File: src/rtl/zbt_sram_core.sv
module zbt_sram_core #(
  parameter int ADDR_W = 6,
  parameter int LANES  = 4,
  parameter int LANE_W = 8
) (
  input  logic                      clk,
  input  logic                      rst_n,
  input  logic                      clk_en_n,
  input  logic                      adv_load,
  input  logic                      cs_hi,
  input  logic                      cs_lo_a_n,
  input  logic                      cs_lo_b_n,
  input  logic                      wr,
  input  logic [LANES-1:0]          byte_en_n,
  input  logic [ADDR_W-1:0]         addr,
  input  logic [LANES*LANE_W-1:0]   wdata,
  input  logic                      oe_n,
  output logic [LANES*LANE_W-1:0]   rdata,
  output logic                      rdata_oe
);
  localparam int DATA_W = LANES * LANE_W;
  localparam int DEPTH  = 1 << ADDR_W;

  logic [DATA_W-1:0] mem [DEPTH];
  logic [DATA_W-1:0] dout;
  logic              run, sel;
  logic              b_act, b_wr, v1, w1, v2, w2, drv;
  logic [ADDR_W-1:0] a1, a2;
  logic [LANES-1:0]  m1, m2;

  assign run = !clk_en_n;
  assign sel = cs_hi && !cs_lo_a_n && !cs_lo_b_n;

  always_ff @(posedge clk or negedge rst_n) begin
    if (!rst_n) begin
      b_act <= 1'b0;
      b_wr  <= 1'b0;
      v1    <= 1'b0;
      w1    <= 1'b0;
      v2    <= 1'b0;
      w2    <= 1'b0;
      drv   <= 1'b0;
    end else if (run) begin
      if (adv_load) begin
        v1 <= b_act;
        w1 <= b_wr;
      end else begin
        v1    <= sel;
        w1    <= wr;
        b_act <= sel;
        b_wr  <= wr;
      end
      v2  <= v1;
      w2  <= w1;
      drv <= v2 && !w2;
    end
  end

  always_ff @(posedge clk) begin
    if (run) begin
      a1 <= addr;
      m1 <= byte_en_n;
      a2 <= a1;
      m2 <= m1;
      if (v2 && !w2) dout <= mem[a2];
      if (v2 && w2)
        for (int l = 0; l < LANES; l++)
          if (!m2[l]) mem[a2][l*LANE_W +: LANE_W] <= wdata[l*LANE_W +: LANE_W];
    end
  end

  assign rdata    = dout;
  assign rdata_oe = drv && !oe_n;
endmodule

File: config.mk
export PLATFORM = sky130hd
export DESIGN_NAME = zbt_sram_core
export DESIGN_NICKNAME = d
export VERILOG_FILES = /design/src/rtl/zbt_sram_core.sv
export SDC_FILE = /design/constraint.sdc
export NUM_CORES = 2
export LEC_CHECK = 0
export CORE_AREA = 2 2 512 362
export DETAILED_ROUTE_END_ITERATION = 10
export DIE_AREA = 0 0 514 364
export GPL_ROUTABILITY_DRIVEN = 0
export GPL_TIMING_DRIVEN = 0
export MAX_ROUTING_LAYER = met4
export PLACE_DENSITY_LB_ADDON = 0.08
export SYNTH_ARGS = -nofsm -noshare
export SYNTH_HDL_FRONTEND = slang
export SYNTH_SLANG_ARGS = --single-unit
File: constraint.sdc
create_clock -name clk -period 6.7 [get_ports clk]
set_input_delay 0.67 -clock clk [delete_from_list [all_inputs] [get_ports clk]]
set_output_delay 0.67 -clock clk [all_outputs]
set_load 0.02 [all_outputs]
==> impl_metrics.tcl <==
set metrics [dict create \
    cts_tree "built" \
    cts_setup_buffers 0 \
    startpoint_type "register" \
    clkSinkCount 2105 \
    vias 50360 \
    grtUsageTotal 0.3348 \
    viasPerCell 6.480 \
    cellPowerDensity_nw_per_um2 300.7 \
    core_um2 183000 \
    layout-drive-gt1-share 0.1331 \
    initial_core_util 0.4456 \
    fin_skew_ns 0.03317 \
    finalPower_mw 27.79 \
    io_pins 84 \
    firstDrtPassIters 7 \
    outcome "complete, but fails checks" \
    yosys_warnings 0 \
    critPathCaptureType "register" \
    p_leak_nw 28.90 \
    grt_pass1_wl_um 405300 \
    drv_slew 152 \
    grt_pass1_vias 45330 \
    cts.hold.buffers_added 0 \
    route.detailed.drc 0 \
    netlist_instances 4835 \
    wl_per_cell_um 39.60 \
    netlist.area_leader.share 0.7734 \
    rrSetupSlack_ns 0.82 \
    die_height_um 364 \
    yosysTopAreaCell "edfxtp_1" \
    async_flop_share 0.002375 \
    crit_arrival_ns 6.47 \
    critical_path.max_stage_delay_ns 1.15 \
    use_met2 0.4016 \
    yosysMostFrequentCell "edfxtp_1" \
    worst-setup-path-type "reg2reg" \
    h-tree-depth 4 \
    hold_class "in2async" \
    antenna_found_initial 38 \
    syn_area_um2 81530 \
    cp_top_family "buffers and inverters" \
    synthTopCellsByCount "edfxtp_1 (2,100), nor2_1 (400), nand2_1 (350), o21ai_0 (270), a22oi_1 (258)" \
    fin_cells 7772 \
    ys_top_cells_by_area "edfxtp_1 (77%), mux4_2 (2.7%), a22oi_1 (2.4%)" \
    post_cts_resized 0 \
    synth-edff-count 2100 \
    slew_headroom -0.1352 \
    clkSlewWorstSetupHoldPaths_ns 0.06 \
    maxCapViolations 18 \
    max-clock-path-buffers 3 \
    core.rowCount 132 \
    critPathMostFrequentCell "buf_2" \
    timing.fmax_ghz 0.1699 \
    overflow 0 \
    ys_types 60 \
    use_met1 0.4884 \
    ant_nets 0 \
    finalWirelength_um 307700 \
    die_w_um 514 \
    cts_root_buf "clkbuf_16" \
    path_cells "buf_6, clkinv_1, buf_2, buf_2, clkbuf_1, o22ai_1, o21ai_0, nand4_1, or4_1" \
    finalSetupViolCount 0 \
    syn_avg_cell_area_um2 16.86 \
    crit_buf_inv 5 \
    place.detailed.instances 7365 \
    period_share 0.8783 \
    synth-seq-cells 2105 \
    path_max_fanout 10 \
    rsz0062_at_grt "no" \
    finalNetCount 5210 \
    worstMarginPinSlew_ns 1.703 \
    drtIter0Drc 9827 \
    dp_hpwl_um 212800 \
    syn_nets 4886 \
    clkLatencyLatePin_ns 0.85 \
    fillers 15260 \
    io_buffer_count 83 \
    grtUsageMet3 0.1680 \
    grt_max_degree 65 \
    cts_buffers 200 \
    syn_to_final_growth_pct 13.32 \
    grt_busiest_layer "met1" \
    required_ns 7.28 \
    critPathSlowestCell "clkbuf_1" \
    die-area_um2 187100 \
    hold_viol 0 \
    ir_drop_mv 0.2789 \
    yosysSeqAreaShare 0.7750 \
    period_minus_slack_ns 5.885 \
    ys.flop_type "edfxtp_1" \
    failed_checks "max-capacitance violations, max-slew violations" \
]
-- sequential cells by signal (all words and copies together), names as in the netlist --
name / count
w2: 1
w1: 1
m2: 4
m1: 4
rdata: 32
v2: 1
a2: 6
mem: 2048
v1: 1
a1: 6
drv: 1
-- worst register-to-register path, delay by kind of cell, from the launching register on --
family	cells	cell delay (ns)
buf+inv	5	2.81
simple gates	2	1.36
compound gates	2	1.08
flops	1	0.38
-- worst paths after layout --
check / startpoint / to / depth (start not counted)
worst max register to register: a2[2]$_DFFE_PN_ / rdata[21]$_DFFE_PP_ / 9
min in group clk: wdata[11] / mem[22][11]$_DFFE_PP_ / 1
max in group asynchronous: rst_n / w2$_DFFE_PN0N_ / 1
worst min register to register: m1[1]$_DFFE_PN_ / m2[1]$_DFFE_PN_ / 0
worst max-delay path: a2[2]$_DFFE_PN_ / rdata[21]$_DFFE_PP_ / 9
worst min-delay path: rst_n / drv$_DFFE_PN0N_ / 1
-- cells by family (layout without fill, tap and decap cells) --
group | Yosys count | count (layout) | synth area share
other cells | 0 | 35 | 0
buf+inv | 344 | 834 | 0.02059
flops | 2105 | 2105 | 0.7750
compound gates | 1095 | 1095 | 0.08940
mux | 408 | 408 | 0.06991
simple gates | 883 | 883 | 0.04513
-- final cells by class --
type	count	area [um^2]	share of cell area
Sequential cell	2105	63190	0.6839
Multi-Input combinational cell	2386	16690	0.1807
Clock buffer	258	5371	0.05813
Tap cell	2412	3018	0.03266
Buffer	340	1678	0.01816
Timing Repair Buffer	122	1523	0.01648
Clock inverter	110	824.5	0.008924
Antenna cell	35	87.58	0.0009479
Inverter	4	15.01	0.0001625
-- per-layer routing --
metal / wire (um) / up-vias / part of all wire
met2: 115700 / 3816 / 0.38
met1: 130300 / 26100 / 0.42
met3: 52490 / 448 / 0.17
met5: 0 / - / 0
li1: - / 20000 / -
met4: 9228 / 0 / 0.030
-- where the power goes --
part,total [mW],internal [mW],switching (mW)
logic,2.14,0.526,1.61
clock network,11.1,6.06,5.06
registers,14.5,14.5,0.0125
-- placed cells by master, fill, tap and decap left out, types with 15 or more instances in the layout --
| cell type | instances |
|---|---|
| buf_16 | 16 |
| nand2_1 | 350 |
| a221oi_1 | 128 |
| a22o_1 | 37 |
| buf_6 | 30 |
| or4_1 | 30 |
| edfxtp_1 | 2100 |
| o221ai_1 | 60 |
| buf_1 | 52 |
| mux2_2 | 103 |
| clkbuf_1 | 203 |
| buf_2 | 90 |
| mux4_1 | 15 |
| o22ai_1 | 29 |
| clkinv_2 | 40 |
| clkbuf_16 | 207 |
| a21oi_1 | 255 |
| nand4_1 | 28 |
| o21ai_0 | 270 |
| nand3_1 | 22 |
| buf_4 | 42 |
| clkinv_1 | 50 |
| a22oi_1 | 258 |
| clkdlybuf4s50_1 | 51 |
| mux2i_1 | 190 |
| a221oi_2 | 16 |
| nor2_1 | 399 |
| diode_2 | 35 |
| mux4_2 | 99 |
-- metrics by stage --
step / hold WS, ns / setup TNS (ns) / util / instance area [um^2] / setup slack [ns]
after floorplan: 0.3744 / 0 / - / 81530 / 3.101
after global placement: 0.4002 / -30.94 / 0.4666 / 85380 / -0.9684
after detailed placement: 0.4045 / 0 / 0.4702 / 86050 / 1.146
after CTS: 0.01635 / 0 / 0.5041 / 92250 / 1.133
after global routing: 0.03154 / 0 / 0.5048 / 92380 / 0.9107
final: 0.04534 / 0 / 0.5049 / 92400 / 0.8153
(Power assumes the default switching activity.)
